File: src/rtl/nextpc_pkg.sv
package nextpc_pkg;
  localparam int INSN_W = 16;
  localparam int CLS_W  = 4;

  typedef enum logic [CLS_W-1:0] {
    BC_NONE = 4'd0,
    BC_BRA  = 4'd1,
    BC_BSR  = 4'd2,
    BC_BTS  = 4'd3,
    BC_BFS  = 4'd4,
    BC_JMP  = 4'd5,
    BC_JSR  = 4'd6,
    BC_BRAF = 4'd7,
    BC_BSRF = 4'd8,
    BC_RTS  = 4'd9
  } br_class_t;
endpackage

File: src/rtl/nextpc_decode.sv
module nextpc_decode
  import nextpc_pkg::*;
(
  input  logic [INSN_W-1:0] insn,
  output br_class_t         cls
);
  logic [3:0] nb0, nb1, nb2, nb3;

  assign nb0 = insn[15:12];
  assign nb1 = insn[11:8];
  assign nb2 = insn[7:4];
  assign nb3 = insn[3:0];

  // The patterns are disjoint, so the order of the tests only affects layout.
  always_comb begin
    cls = BC_NONE;
    if (nb0 == 4'hA) begin
      cls = BC_BRA;
    end else if (nb0 == 4'hB) begin
      cls = BC_BSR;
    end else if (nb0 == 4'h8 && nb1 == 4'hD) begin
      cls = BC_BTS;
    end else if (nb0 == 4'h8 && nb1 == 4'hF) begin
      cls = BC_BFS;
    end else if (nb0 == 4'h4 && nb3 == 4'hB && nb2 == 4'h0) begin
      cls = BC_JSR;
    end else if (nb0 == 4'h4 && nb3 == 4'hB && nb2 == 4'h2) begin
      cls = BC_JMP;
    end else if (nb0 == 4'h0 && nb3 == 4'h3 && nb2 == 4'h0) begin
      cls = BC_BSRF;
    end else if (nb0 == 4'h0 && nb3 == 4'h3 && nb2 == 4'h2) begin
      cls = BC_BRAF;
    end else if (insn == 16'h000B) begin
      cls = BC_RTS;
    end
  end
endmodule

File: src/rtl/nextpc_target.sv
module nextpc_target
  import nextpc_pkg::*;
#(
  parameter int AW = 32
) (
  input  br_class_t   cls,
  input  logic [11:0] disp,
  input  logic [AW-1:0] pc,
  input  logic        t_bit,
  input  logic [AW-1:0] pr_val,
  input  logic [AW-1:0] rn_val,
  output logic [AW-1:0] next_pc,
  output logic        pr_we,
  output logic [AW-1:0] pr_data,
  output logic        fetch_slot
);
  localparam int D12_EXT = AW - 13;
  localparam int D8_EXT  = AW - 9;

  logic [AW-1:0] pc_p2, pc_p4, off12, off8;

  assign pc_p2 = pc + AW'(2);
  assign pc_p4 = pc + AW'(4);
  assign off12 = {{D12_EXT{disp[11]}}, disp[11:0], 1'b0};
  assign off8  = {{D8_EXT{disp[7]}}, disp[7:0], 1'b0};

  always_comb begin
    next_pc    = pc_p2;
    pr_we      = 1'b0;
    pr_data    = '0;
    fetch_slot = 1'b1;
    case (cls)
      BC_BRA:  next_pc = pc_p4 + off12;
      BC_BSR: begin
        next_pc = pc_p4 + off12;
        pr_we   = 1'b1;
        pr_data = pc_p4;
      end
      BC_BTS:  next_pc = t_bit ? (pc_p4 + off8) : pc_p4;
      BC_BFS:  next_pc = t_bit ? pc_p4 : (pc_p4 + off8);
      BC_JMP:  next_pc = rn_val;
      BC_JSR: begin
        next_pc = rn_val;
        pr_we   = 1'b1;
        pr_data = pc_p4;
      end
      BC_BRAF, BC_BSRF: next_pc = pc_p4 + rn_val;
      BC_RTS:  next_pc = pr_val;
      default: fetch_slot = 1'b0;
    endcase
  end
endmodule

File: src/rtl/nextpc_resolver.sv
module nextpc_resolver
  import nextpc_pkg::*;
#(
  parameter int AW = 32
) (
  input  logic          clk,
  input  logic          rst,
  input  logic          in_valid,
  input  logic [15:0]   insn,
  input  logic [AW-1:0] pc,
  input  logic          t_bit,
  input  logic [AW-1:0] pr_val,
  input  logic [AW-1:0] rn_val,
  output logic [3:0]    rn_idx,
  output logic          out_valid,
  output logic [3:0]    out_class,
  output logic [AW-1:0] out_next_pc,
  output logic [AW-1:0] out_slot_addr,
  output logic          out_fetch_slot,
  output logic [15:0]   out_emul_word,
  output logic          out_pr_we,
  output logic [AW-1:0] out_pr_data
);
  br_class_t     cls;
  logic [AW-1:0] nx_pc, nx_pr_data, slot_addr;
  logic          nx_pr_we, nx_fetch;

  assign rn_idx    = insn[11:8];
  assign slot_addr = pc + AW'(2);

  nextpc_decode u_decode (
    .insn (insn),
    .cls  (cls)
  );

  nextpc_target #(.AW(AW)) u_target (
    .cls        (cls),
    .disp       (insn[11:0]),
    .pc         (pc),
    .t_bit      (t_bit),
    .pr_val     (pr_val),
    .rn_val     (rn_val),
    .next_pc    (nx_pc),
    .pr_we      (nx_pr_we),
    .pr_data    (nx_pr_data),
    .fetch_slot (nx_fetch)
  );

  always_ff @(posedge clk) begin
    if (rst) begin
      out_valid      <= 1'b0;
      out_class      <= '0;
      out_next_pc    <= '0;
      out_slot_addr  <= '0;
      out_fetch_slot <= 1'b0;
      out_emul_word  <= '0;
      out_pr_we      <= 1'b0;
      out_pr_data    <= '0;
    end else begin
      out_valid <= in_valid;
      if (in_valid) begin
        out_class      <= cls;
        out_next_pc    <= nx_pc;
        out_slot_addr  <= slot_addr;
        out_fetch_slot <= nx_fetch;
        out_emul_word  <= nx_fetch ? 16'h0000 : insn;
        out_pr_we      <= nx_pr_we;
        out_pr_data    <= nx_pr_data;
      end
    end
  end

  // the fetch flag agrees with the class from the decoder
  assert_slot_flag_R10: assert property (@(posedge clk) disable iff (rst)
    out_valid |-> (out_fetch_slot == (out_class != 4'd0)));

  // a PR write only happens for the two call forms
  assert_pr_class_R4: assert property (@(posedge clk) disable iff (rst)
    out_pr_we |-> (out_class == 4'd2 || out_class == 4'd6));

  // the return value is two halfwords past the slot address
  assert_pr_data_R4: assert property (@(posedge clk) disable iff (rst)
    out_pr_we |-> (out_pr_data == out_slot_addr + AW'(2)));

  // ordinary words resume at the slot address and never touch PR
  assert_plain_R9: assert property (@(posedge clk) disable iff (rst)
    (out_valid && out_class == 4'd0) |-> (out_next_pc == out_slot_addr && !out_pr_we));

  // a request yields a valid result on the next edge
  assert_valid_R13: assert property (@(posedge clk) disable iff (rst)
    (in_valid && !rst) |=> out_valid);

  // results hold while no request is present
  assert_hold_R13: assert property (@(posedge clk) disable iff (rst)
    (!in_valid && !rst) |=> (!out_valid && $stable(out_next_pc) && $stable(out_class)));
endmodule

File: config.mk
export PLATFORM = sky130hd
export DESIGN_NAME = nextpc_resolver
export DESIGN_NICKNAME = d
export VERILOG_FILES = /design/src/rtl/nextpc_pkg.sv /design/src/rtl/nextpc_decode.sv /design/src/rtl/nextpc_target.sv /design/src/rtl/nextpc_resolver.sv
export SDC_FILE = /design/constraint.sdc
export NUM_CORES = 1
export LEC_CHECK = 0
export BUFFER_PORTS_ARGS = -buffer_cell sky130_fd_sc_hd__buf_2
export CORE_MARGIN = 2
export CORE_UTILIZATION = 45
export DETAILED_ROUTE_END_ITERATION = 8
export PLACE_DENSITY = 0.66
export REMOVE_ABC_BUFFERS = 1
export SYNTH_ARGS = -nofsm -noshare
export SYNTH_HDL_FRONTEND = slang
export SYNTH_SLANG_ARGS = --single-unit
File: constraint.sdc
create_clock -name clk -period 11.8 [get_ports clk]
set_input_delay 0.59 -clock clk [delete_from_list [all_inputs] [get_ports clk]]
set_output_delay 0.59 -clock clk [all_outputs]
set_load 0.05 [all_outputs]
==> flow_summary.ini <==
[floorplanning]
ios = 239
die_w_um = 164
die_h_um = 164
row_count = 58
die_area_sq_mm = 0.0268
coreArea_sq_mm = 0.0251
start_util_pct = 45.6

[yosys]
synthAdderAreaFrac_pct = 10.1
ys_ff_latch = 119
synth.cells.most_frequent = 159 x a21oi_1, 145 x nand2_1, 122 x nor2_1, 119 x dfxtp_1, 103 x nand3_1
yosysSeqAreaShare_pct = 20.8
synthCells = 1529
synthesis.area_sq_mm = 0.0115
synth_top_family_by_area = compound AO/OA/AOI/OAI gates
synth_warnings = 0
ys_async_sr_fraction_pct = 0
synth_cell_types = 80
synth_top_cells_by_area = dfxtp_1 21%, ha_1 9.7%, a21oi_1 6.9%
muxShareOfSynthArea_pct = 2.21
synthXorXnorAreaFrac_pct = 9.48
synth_top_area_share_pct = 20.8
yosys.area_share.simple_pct = 22.8
synth-edff-count = 0
synth_flop_cell = dfxtp_1
yosysMostFrequentCell = a21oi_1
synth_compound_area_share_pct = 30.0
yosysTopAreaCell = dfxtp_1
syn_avg_cell_area_sq_um = 7.49

[worst_setup_path]
critPathKind = in -> reg
cp_max_fo = 9
worst_setup_path_end_kind = flip-flop
reg2reg_from = out_next_pc[27]
cp.arrival_ns = 5.40
r2r-end = out_next_pc[27]
rrSetupSlack_ns = 10.14
r2r_cells = 6
start_kind = primary input
cp.required_ns = 12.11

[clock_tree]
root_buffer = clkbuf_16
cts_hold_buf = 0
cts_buffers = 17
clk_pin_slew_ns = 0.06
cts_tree = done
htree_levels = 4
clock_latency_ns = 0.44
cts_resized = 0
clock-sinks = 119
cts_setup_buffers = 0
ctsLongestPathBuffers = 2

[global_route]
grt_max_degree = 105
grt_remaining_overflow = 0
grt_antenna_before_repair = 2
grt_pass1_vias = 12400
grt_pass1_wl_um = 72200
met3_usage_pct = 4.57
grt_use_met1_pct = 47.3
grt_usage_pct = 35.4
use_met2_pct = 56.2
top_usage_layer = met2

[power]
power_density_mw_per_mm2 = 116
totalPowerFinal_w = 0.00156
vdd_drop_max_v = 0.0000703
leakagePower_nw = 5.71

[routing]
first_pass_iters = 6
drc = 0
drtIter0Drc = 1338
ant_nets = 0
vias = 13100
wl_um = 48300
post_drt_wl_per_cell_um = 23.6
routed_via_density = 6.39

[placement]
io_buffers = 238
dp.cells = 2016
globalplace.congestion = 0.953
hpwlAfterDp_um = 35900
place_area_sq_mm = 0.0128

[cells_and_area]
nNetsFinal = 1912
fin_area_sq_mm = 0.0134
syn_to_final_growth_pct = 16.9
drive_above_1_share_pct = 18.5
fill_cells = 2548
multi_input_area_sq_mm = 0.00855
seqCellArea_sq_mm = 0.00238
postLayoutCoreUtil_pct = 53.4
instances_no_fill = 2049

[sta]
drv_slew = 0
fin_skew_ns = 0
hold_viol_final = 0
rsz0062_at_grt = false
setup_tns_ns = 0
fmax_mhz = 197
min_period_ns = 5.09
max-slew-margin-rel_pct = 17.0
period_share_pct = 43.1
finalSetupViolCount = 0
worst_slew_pin_slew_ns = 1.23

[worst_hold_path]
min_to = out_slot_addr[0]
hold_start = pc[0]
hold_depth = 3
hold_class = in -> reg

[run]
cap_violations = 0

[status]
status = complete, no violations
## per-stage QoR
stage,hold WS [ns],setup slack [ns]
6_report,0.448,6.71
3_3_place_gp,0.445,6.58
5_1_grt,0.468,6.34
4_1_cts,0.443,6.84
3_5_place_dp,0.450,6.41
2_1_floorplan,0.659,7.83
## report_power, final
group	leakage (nW)	switching, W	internal (W)
Clock	0.297	0.000248	0.000321
Sequential	0.978	0.0000123	0.000422
Combinational	4.43	0.000371	0.000183
Total	5.71	0.000631	0.000927
## worst max-delay path by stage
| stage | start | to | depth (start not counted) |
|---|---|---|---|
| detailed placement | pc[2] | out_next_pc[27] | 16 |
| CTS | pc[2] | out_next_pc[27] | 16 |
| floorplan | pc[2] | out_next_pc[24] | 15 |
| global route | pc[2] | out_next_pc[27] | 16 |
| finish | pc[2] | out_next_pc[27] | 16 |
| global placement | pc[2] | out_next_pc[27] | 16 |
## layer usage
| metal | routed length, um | up-vias |
|---|---|---|
| li1 | - | 6068 |
| met1 | 20600 | 6131 |
| met2 | 21500 | 737 |
| met3 | 3850 | 145 |
| met4 | 2320 | 2 |
| met5 | 18 | - |
## cell usage in the layout (no fill, tap or decap), types with 6 or more instances in the layout
cell and n:
a211o_1 6, a211oi_1 40, a21o_1 33, a21oi_1 159
a221o_1 26, a221oi_1 26, a311oi_1 8, a31oi_1 13
and2_1 10, and3_1 18, and4_1 7, buf_2 236
buf_4 18, clkbuf_16 17, dfxtp_1 119, ha_1 89
inv_1 30, mux2i_1 23, nand2_1 144, nand2b_1 36
nand3_1 103, nand4_1 24, nor2_1 120, nor2b_1 9
nor3_1 25, nor4_1 6, o211ai_1 23, o21a_1 11
o21ai_0 67, o21ai_1 7, o21bai_1 7, o221ai_1 7
o22ai_1 12, o31ai_1 10, or2_2 6, xnor2_1 66
xor2_1 58
## cells by family after synthesis
family	count (synthesis)
xor+xnor	124
compound gates	507
flops	119
fa+ha+maj	91
buf+inv	128
mux	25
simple gates	535
## worst max-delay path: stages
cell	delay (ns)
buf_2	0.15
ha_1	0.31
nand3_1	0.19
nor4_2	0.95
nand2_1	0.16
xnor2_1	0.50
ha_1	0.36
nand3_1	0.16
nor4_1	0.33
o21ai_0	0.18
a31oi_1	0.28
nor2_1	0.10
o31ai_1	0.42
a311oi_1	0.23
mux2i_1	0.38
a21oi_1	0.12
## layout make-up
type                       count  area share [%]
multi-input combinational   1282            63.8
clock inverter                15            1.36
inverter                      30           0.840
timing repair buffer         255            9.91
antenna                        1          0.0187
sequential                   119            17.8
clock buffer                  17            3.17
tap                          330            3.08
## sequential cells by signal, summed over array words and instances, names as in the netlist
name,flops
out_emul_word,16
out_fetch_slot,1
out_class,4
out_pr_data,32
out_next_pc,32
out_valid,1
out_pr_we,1
out_slot_addr,32
Power figures use the tool's default switching activity.
